===== src/rtl/burst_pkg.sv =====
package burst_pkg;
  localparam int BEAT_W = 2;

  typedef enum logic {
    ORD_SEQ = 1'b0,
    ORD_XOR = 1'b1
  } order_e;
endpackage


===== src/rtl/burst_ctrl.sv =====
module burst_ctrl
  import burst_pkg::*;
(
  input  logic              clk,
  input  logic              rst,
  input  logic              en,
  input  logic              load,
  input  logic              advance,
  input  logic              stop,
  output logic [BEAT_W-1:0] beat_nxt,
  output logic              capture,
  output logic              update,
  output logic              act_q
);
  logic [BEAT_W-1:0] beat_q;
  logic              act_nxt;
  logic              step;

  always_comb begin
    capture  = en && !stop && load;
    step     = en && !stop && !load && advance && act_q;
    update   = capture || step;
    beat_nxt = beat_q;
    act_nxt  = act_q;
    if (en && stop) begin
      act_nxt  = 1'b0;
      beat_nxt = '0;
    end else if (capture) begin
      act_nxt  = 1'b1;
      beat_nxt = '0;
    end else if (step) begin
      beat_nxt = beat_q + 1'b1;
    end
  end

  always_ff @(posedge clk) begin
    if (rst) begin
      beat_q <= '0;
      act_q  <= 1'b0;
    end else begin
      beat_q <= beat_nxt;
      act_q  <= act_nxt;
    end
  end
endmodule


===== src/rtl/burst_order_map.sv =====
module burst_order_map
  import burst_pkg::*;
(
  input  logic [BEAT_W-1:0] start,
  input  logic [BEAT_W-1:0] beat,
  input  order_e            order,
  output logic [BEAT_W-1:0] low
);
  logic [BEAT_W-1:0] seq_low;
  logic [BEAT_W-1:0] xor_low;

  assign seq_low = start + beat;

  genvar i;
  generate
    for (i = 0; i < BEAT_W; i++) begin : g_xor
      assign xor_low[i] = start[i] ^ beat[i];
    end
  endgenerate

  assign low = (order == ORD_XOR) ? xor_low : seq_low;
endmodule


===== src/rtl/burst_addr_reg.sv =====
module burst_addr_reg
  import burst_pkg::*;
#(
  parameter int ADDR_W = 20
) (
  input  logic              clk,
  input  logic              rst,
  input  logic              capture,
  input  logic              update,
  input  logic [ADDR_W-1:0] addr_in,
  input  logic [BEAT_W-1:0] low_nxt,
  output logic [ADDR_W-1:0] base_nxt,
  output logic [ADDR_W-1:0] addr_q
);
  logic [ADDR_W-1:0] base_q;

  assign base_nxt = capture ? addr_in : base_q;

  always_ff @(posedge clk) begin
    if (rst) begin
      base_q <= '0;
      addr_q <= '0;
    end else begin
      base_q <= base_nxt;
      if (update) begin
        addr_q <= {base_nxt[ADDR_W-1:BEAT_W], low_nxt};
      end
    end
  end
endmodule


===== src/rtl/burst_addr_gen.sv =====
module burst_addr_gen
  import burst_pkg::*;
#(
  parameter int ADDR_W = 20
) (
  input  logic              clk,
  input  logic              rst,
  input  logic              clk_en_n,
  input  logic              load,
  input  logic              advance,
  input  logic              stop,
  input  logic              order_ilv,
  input  logic [ADDR_W-1:0] addr_in,
  output logic [ADDR_W-1:0] addr_out,
  output logic              burst_act
);
  logic [BEAT_W-1:0] beat_nxt;
  logic [BEAT_W-1:0] low_nxt;
  logic [ADDR_W-1:0] base_nxt;
  logic              capture;
  logic              update;
  order_e            order;

  assign order = order_e'(order_ilv);

  burst_ctrl u_ctrl (
    .clk      (clk),
    .rst      (rst),
    .en       (!clk_en_n),
    .load     (load),
    .advance  (advance),
    .stop     (stop),
    .beat_nxt (beat_nxt),
    .capture  (capture),
    .update   (update),
    .act_q    (burst_act)
  );

  burst_order_map u_map (
    .start (base_nxt[BEAT_W-1:0]),
    .beat  (beat_nxt),
    .order (order),
    .low   (low_nxt)
  );

  burst_addr_reg #(.ADDR_W(ADDR_W)) u_areg (
    .clk      (clk),
    .rst      (rst),
    .capture  (capture),
    .update   (update),
    .addr_in  (addr_in),
    .low_nxt  (low_nxt),
    .base_nxt (base_nxt),
    .addr_q   (addr_out)
  );
endmodule


===== config.mk =====
export PLATFORM = sky130hd
export DESIGN_NAME = burst_addr_gen
export DESIGN_NICKNAME = d
export VERILOG_FILES = /design/src/rtl/burst_pkg.sv /design/src/rtl/burst_ctrl.sv /design/src/rtl/burst_order_map.sv /design/src/rtl/burst_addr_reg.sv /design/src/rtl/burst_addr_gen.sv
export SDC_FILE = /design/constraint.sdc
export NUM_CORES = 1
export LEC_CHECK = 0
export CORE_ASPECT_RATIO = 1.1
export CORE_MARGIN = 4
export CORE_UTILIZATION = 50
export DETAILED_ROUTE_END_ITERATION = 10
export PLACE_DENSITY = 0.89
export SYNTH_ARGS = -nofsm -noshare
export SYNTH_HDL_FRONTEND = slang
export SYNTH_HIERARCHICAL = 1
export SYNTH_SLANG_ARGS = --single-unit

===== constraint.sdc =====
create_clock -name clk -period 3.2 [get_ports clk]
set_input_delay 0.32 -clock clk [delete_from_list [all_inputs] [get_ports clk]]
set_output_delay 0.32 -clock clk [all_outputs]
set_load 0.005 [all_outputs]

==> impl_metrics.yaml, run 1 <==
sta:
  fmax_mhz: 453.0
  period_needed_ps: 2208
  slew_headroom: 0.7232
  period_share: 0.6899
  skew_ps: 3.122
  worstMarginPinSlew_ps: 415.3
  rsz0062_at_grt: "no"
  hold_viol: 0
  finalSetupTns_ps: 0
  setup_viol: 0
  maxSlewViolCount: 0
  setup_slack_ps: 992.3
setup_path:
  worstSetupEndpointType: "flop"
  start_kind: "primary input"
  r2r_end: "u_areg/addr_q[1]"
  rrSetupSlack_ps: 1460
  crit_path_cell_trace: "clkdlybuf4s50_1 -> and3b_2 -> buf_4 -> mux2_4 -> xnor2_1 -> xnor2_1 -> mux2i_1 -> nor2_1"
  rr_worst_depth: 8
  r2r-start: "u_ctrl/act_q"
  critPathRequiredTime_ps: 3440
  critical-path-max-stage-delay_ps: 600
  cp.arrival_ps: 2450
  crit_buf_inv: 2
  crit_top_cell: "xnor2_1"
  critPathSlowestCell: "clkdlybuf4s50_1"
  crit_type: "primary input to flop"
  critPathMaxFanout: 11
  cp_top_family: "buffers and inverters"
power_and_ir_drop:
  cellPowerDensity_nw_per_um2: 480.8
  leakagePower_uw: 0.0007906
  vdd_ir_drop_max_v: 0.0004494
route:
  via_count: 1283
  totalWireLength_um: 3514
  dr.pass1.iters: 4
  drtAntennaViolNets: 0
  routedWlPerCell_um: 14.70
  drt_iter0_markers: 44
  viasPerCell: 5.368
  drc: 0
cts:
  cts_buffers: 5
  path_clk_slew_ps: 120
  cts.sinks: 43
  cts_tree: "yes"
  cts_buffer_depth: 2
  clk_latency_ps: 350
  htree_levels: 2
  root_buffer: "clkbuf_4"
  post_cts_buffers: 0
  hold_buffers: 0
  post_cts_resized: 0
global_route:
  grt_pass1_wl_um: 5602
  grt_max_degree: 45
  grt_overflow: 0
  grtUsageTotal: 0.1858
  grt_pass1_vias: 1289
  antenna_found_initial: 0
cells_and_area:
  stdcell_area_um2: 2177
  layout-drive-gt1-share: 0.07805
  seq_area_um2: 860.8
  antenna_cells: 0
  area_growth_syn_to_layout_pct: 35.30
  final_cell_mix: "47 x clkdlybuf4s50_1, 43 x dfxtp_1, 38 x nor2_1"
  multi_input_area_um2: 690.7
  fillers: 230
  final_common_cell: "clkdlybuf4s50_1"
  final_nets: 232
die:
  core-area_um2: 3074
  die-width_um: 62.09
  rows: 21
  start_util: 0.5234
  die-area_um2: 4191
  pin_count: 48
  die_y_um: 67.50
synthesis:
  avgSynthCellArea_um2: 10.25
  syn-cell-area_um2: 1609
  yosys_warnings: 6
  postSynthCellCount: 157
  syn-num-nets: 185
min_path:
  hp-start: "u_areg/addr_q[4]"
  hold_path_end: "u_areg/addr_q[4]"
  hold_depth: 2
  min_path_type: "flop to flop"
place:
  dpl.hpwl_um: 2623
  dpl_cell_area_um2: 2091
  place_congestion: 0.7071
  dp_slack_ps: 650.1
  io_buffers: 47
run_status:
  outcome: "completed"
job:
  drv_cap: 0
per-layer routing:
metal	vias up	share of wire	track usage
met1	594	0.40	0.1902
met3	10	0.061	0.06883
met5	-	0	0
met4	0	0.016	0.07427
li1	637	-	-
met2	42	0.52	0.3316
sequential cells by signal (all words and copies together) (netlist names):
name,flops
u_areg/addr_q,20
u_areg/base_q,20
u_ctrl/beat_q,2
u_ctrl/act_q,1
tightest hold or removal path, cell delays in order (launching register included):
cell	delay (ps)
dfxtp_1	330
nor2_1	80
a211oi_1	50
through the flow:
step	cells	hold slack (ps)	util	power, µW
floorplan	157	389.1	-	635.9
global placement	231	469.2	0.6801	703.0
detailed placement	231	479.4	0.6801	709.2
CTS	239	498.6	0.7082	1058
global route	239	522.8	0.7082	1092
finish	239	494.1	0.7082	1047
final cells by class:
class,count,area share
Sequential cell,43,0.3954
Multi-Input combinational cell,103,0.3172
Timing Repair Buffer,50,0.2264
Clock buffer,6,0.02356
Tap cell,34,0.01954
Clock inverter,2,0.01609
Inverter,1,0.001724
worst max-delay path by stage:
stage                  endpoint  cells after the start      from
6_report       u_areg/addr_q[1]                      8      load
5_1_grt        u_areg/addr_q[1]                      8      stop
4_1_cts        u_areg/addr_q[1]                      8      stop
3_5_place_dp   u_areg/addr_q[1]                      8      load
3_3_place_gp   u_areg/addr_q[1]                      8      stop
2_1_floorplan  u_areg/addr_q[1]                      9  clk_en_n
power breakdown:
part / internal [µW] / switching [µW]
sequential: 557 / 10.2
clock: 185 / 166
combinational: 75.6 / 53.6
(Power assumes the default switching activity.)
==> run 2, diff against run 1 <==
Settings changed: CORE_UTILIZATION 50 to 46, PLACE_DENSITY 0.89 to 0.84.
Clock period 3.2 ns to 2.3 ns, I/O delays scaled along.
==> impl_metrics.yaml, run 2 (same netlist as run 1, synthesis figures left out) <==
setup_path:
  cp.arrival_ps: 2020
  crit_buf_inv: 2
  worstSetupEndpointType: "flop"
  cp_top_family: "buffers and inverters"
  crit_type: "primary input to flop"
  crit_path_cell_trace: "clkdlybuf4s50_1 -> inv_1 -> and3b_2 -> mux2_2 -> ha_1 -> nor2b_1 -> xnor2_1 -> mux2i_1 -> nor2_1"
  start_kind: "primary input"
  critical-path-max-stage-delay_ps: 400
  critPathMaxFanout: 8
  critPathSlowestCell: "clkdlybuf4s50_1"
  rrSetupSlack_ps: 640
  critPathRequiredTime_ps: 2550
place:
  dp_slack_ps: 165.4
  dp.cells: 250
  io_buffers: 47
  dpl.hpwl_um: 2597
  place_congestion: 0.8522
sta:
  rsz0062_at_grt: "no"
  maxSlewViolCount: 0
  period_needed_ps: 1778
  skew_ps: 12.41
  worstMarginPinSlew_ps: 239.0
  period_share: 0.7730
  setup_slack_ps: 522.2
  slew_headroom: 0.8361
  setup_viol: 0
  fmax_mhz: 562.5
  finalSetupTns_ps: 0
  hold_viol: 0
cells_and_area:
  final_cell_mix: "47 x clkdlybuf4s50_1, 43 x dfxtp_1, 38 x nor2_1"
  stdcell_count: 258
  final_nets: 237
  reg_top3: "u_areg/addr_q: 20 flops, u_areg/base_q: 20 flops, u_ctrl/beat_q: 2 flops"
  area_growth_syn_to_layout_pct: 38.72
  final_common_cell: "clkdlybuf4s50_1"
  layout-drive-gt1-share: 0.1000
  antenna_cells: 0
power_and_ir_drop:
  seq_power_share: 0.539
  leakagePower_uw: 0.0008156
  switching_share: 0.2195
  cellPowerDensity_nw_per_um2: 655.5
  p_switching_uw: 321.2
  vdd_ir_drop_max_v: 0.0004367
  pwr-share-comb: 0.126
  clockPowerShare: 0.335
  p_int_uw: 1142
route:
  via_count: 1285
  drc: 0
  totalWireLength_um: 3486
  viasPerCell: 4.981
  routedWlPerCell_um: 13.51
  drt_iter0_markers: 65
  dr.pass1.iters: 4
  drtAntennaViolNets: 0
global_route:
  top_usage_layer: "met2"
  grt_pass1_wl_um: 5934
  grt_pass1_vias: 1340
  grt.met3_usage: 0.06270
  use_met2: 0.2936
  globalRouteMet1Util: 0.1829
  grtUsageTotal: 0.1663
  grt_overflow: 0
  antenna_found_initial: 0
  grt_max_degree: 24
cts:
  cts_buffer_depth: 2
  clk_latency_ps: 350
  hold_buffers: 0
  cts.sinks: 43
  path_clk_slew_ps: 110
  htree_levels: 2
  post_cts_buffers: 0
  cts_tree: "yes"
  root_buffer: "clkbuf_4"
  cts_buffers: 5
  post_cts_resized: 0
min_path:
  min_path_type: "primary input to flop"
job:
  drv_cap: 0
run_status:
  outcome: "completed"
die:
  start_util: 0.4791
  rows: 22
  die-area_um2: 4509
  die-width_um: 64.39
  pin_count: 48
  core-area_um2: 3358
  die_y_um: 70.03
==> run 2: worst paths after layout <==
path                startpoint           endpoint  cells after the start
max reg2reg       u_ctrl/act_q   u_areg/addr_q[1]                      8
max                   clk_en_n   u_areg/addr_q[1]                      9
min reg2reg  u_areg/addr_q[18]  u_areg/addr_q[18]                      2
min                        rst   u_areg/addr_q[1]                      2
==> run 2: per-layer routing <==
metal  up-vias  wire, µm
met4         0        42
met2        40      1757
met1       586      1439
met3         6       247
met5         -         0
li1        653         -
==> run 2: area by class of cell <==
cell class,instances,area [µm²]
Multi-Input combinational cell,103,690.7
Timing Repair Buffer,55,530.5
Clock inverter,2,35.03
Inverter,1,3.754
Sequential cell,43,860.8
Fill cell,269,1126
Tap cell,48,60.06
Clock buffer,6,51.30
==> run 2: power groups by stage <==
stage / Combinational (µW) / Clock (µW) / Sequential [µW]
final: 185 / 490 / 789
after CTS: 186 / 505 / 789
after global placement: 179 / 0 / 804
after floorplan: 79.9 / 0 / 805
after detailed placement: 185 / 0 / 806
after global routing: 202 / 541 / 793
==> run 2: stage by stage <==
stage               hold WS [ps]  utilization  instance area (µm²)  total power (µW)
floorplan                  299.1            -                 1609             884.8
global placement           468.3       0.6390                 2146             983.0
detailed placement         478.5       0.6390                 2146             990.9
CTS                        429.0       0.6647                 2232              1481
global route               448.9       0.6647                 2232              1536
finish                     438.1       0.6647                 2232              1463
==> run 3, diff against run 2 <==
Clock period 2.3 ns to 1.8 ns, I/O delays scaled along.
==> impl_metrics.yaml, run 3 (same netlist as run 1, synthesis figures left out) <==
sta:
  rsz0062_at_grt: "no"
  period_needed_ps: 1653
  period_share: 0.9183
  hold_viol: 0
  fmax_mhz: 605.0
  slew_headroom: 0.8315
  hold_slack_ps: 475.5
  maxSlewViolCount: 0
  skew_ps: 14.95
  setup_viol: 0
  worstMarginPinSlew_ps: 245.8
place:
  dpl.hpwl_um: 2745
  io_buffers: 47
  place_congestion: 0.8675
  dpl_cell_area_um2: 2168
power_and_ir_drop:
  pwr-share-comb: 0.144
  switching_share: 0.2344
  p_int_uw: 1287
  leakagePower_uw: 0.0008124
  clockPowerShare: 0.256
  vdd_ir_drop_max_v: 0.0005764
  cellPowerDensity_nw_per_um2: 757.5
  seq_power_share: 0.600
  p_total_uw: 1681
  p_switching_uw: 394.2
cells_and_area:
  antenna_cells: 0
  area_growth_syn_to_layout_pct: 37.95
  stdcell_area_um2: 2220
  layout-drive-gt1-share: 0.1080
  final_common_cell: "clkdlybuf4s50_1"
  final_cell_mix: "47 x clkdlybuf4s50_1, 42 x dfxtp_1, 38 x nor2_1"
  final_nets: 240
  reg_top3: "u_areg/addr_q: 20 flops, u_areg/base_q: 20 flops, u_ctrl/beat_q: 2 flops"
  fillers: 301
die:
  core-area_um2: 3358
  die-area_um2: 4509
  start_util: 0.4791
  pin_count: 48
  rows: 22
  die_y_um: 70.03
  die-width_um: 64.39
route:
  drc: 0
  routedWlPerCell_um: 13.86
  via_count: 1322
  viasPerCell: 5.065
  dr.pass1.iters: 4
  totalWireLength_um: 3617
  drt_iter0_markers: 64
  drtAntennaViolNets: 0
setup_path:
  worstSetupEndpointType: "flop"
  cp.arrival_ps: 1890
  crit_type: "primary input to flop"
  critPathRequiredTime_ps: 2040
  critPathMaxFanout: 4
  start_kind: "primary input"
global_route:
  use_met2: 0.2947
  top_usage_layer: "met2"
  grt_pass1_vias: 1407
  grt.met3_usage: 0.07074
  antenna_found_initial: 0
  grt_max_degree: 24
  grtUsageTotal: 0.1737
  globalRouteMet1Util: 0.1922
  grt_pass1_wl_um: 6210
  grt_overflow: 0
cts:
  cts_tree: "yes"
  cts_buffer_depth: 2
  path_clk_slew_ps: 120
  root_buffer: "clkbuf_4"
  cts.sinks: 43
  htree_levels: 2
  cts_buffers: 5
  post_cts_buffers: 0
  clk_latency_ps: 340
run_status:
  outcome: "completed"
min_path:
  min_path_type: "primary input to flop"
job:
  drv_cap: 0
## run 3: cell count changes in the layout (fill, tap and decap cells not counted)
cell and change:
buf_4 +3, dfxtp_1 -1, dfxtp_2 +1, bufinv_16 -1
clkbuf_1 +2, clkbuf_8 -1
## run 3: layer usage
layer,wire (µm),share of wire,up-vias
met4,53,0.015,0
li1,-,-,656
met5,0,0,-
met2,1777,0.49,41
met1,1540,0.43,619
met3,245,0.068,6
## run 3: area by class of cell
class	count	area [µm²]	area share
flip-flops and latches	43	862.1	0.3884
multi-input cells	103	690.7	0.3112
repair buffers	58	553.0	0.2492
well taps	48	60.06	0.02706
clock buffers	7	45.04	0.02029
clock inverters	1	5.005	0.002255
inverters	1	3.754	0.001691
## run 3: metrics by stage
stage	worst slack [ps]	TNS, ps	cells	util
2_1_floorplan	93.53	0	157	-
3_3_place_gp	-126.0	-137.9	253	0.6457
3_5_place_dp	-206.0	-255.3	253	0.6457
4_1_cts	128.3	0	261	0.6606
5_1_grt	35.00	0	261	0.6610
6_report	147.0	0	261	0.6610
## run 3: critical path: stages
cell and delay [ps]:
clkdlybuf4s50_1 400, inv_1 100, and3b_2 220, mux2_2 350
ha_1 190, nor2b_1 130, xnor2_1 120, mux2i_1 130
nor2_1 60
## run 3: repair_timing
| item | 4_1_cts | 5_1_grt |
|---|---|---|
| hold buffers | 0 | 0 |
| endpoints found under the setup margin | 0 | 1 |
| resized for setup | 0 | 1 |
## run 3: worst paths after layout
kind | from | to | slack [ps] | depth (start not counted)
worst min register to register | u_areg/addr_q[18] | u_areg/addr_q[18] | 490 | 2
worst max-delay path | clk_en_n | u_areg/addr_q[1] | 150 | 9
worst min-delay path | addr_in[11] | u_areg/base_q[11] | 480 | 3
worst max register to register | u_ctrl/beat_q[0] | u_areg/addr_q[1] | 180 | 8
## run 3: power by group through the flow
stage | clock, µW | combinational, µW | sequential (µW)
floorplan | 0 | 102 | 1030
global placement | 0 | 233 | 1030
detailed placement | 0 | 244 | 1030
CTS | 446 | 245 | 1010
global route | 494 | 265 | 1010
finish | 430 | 243 | 1010
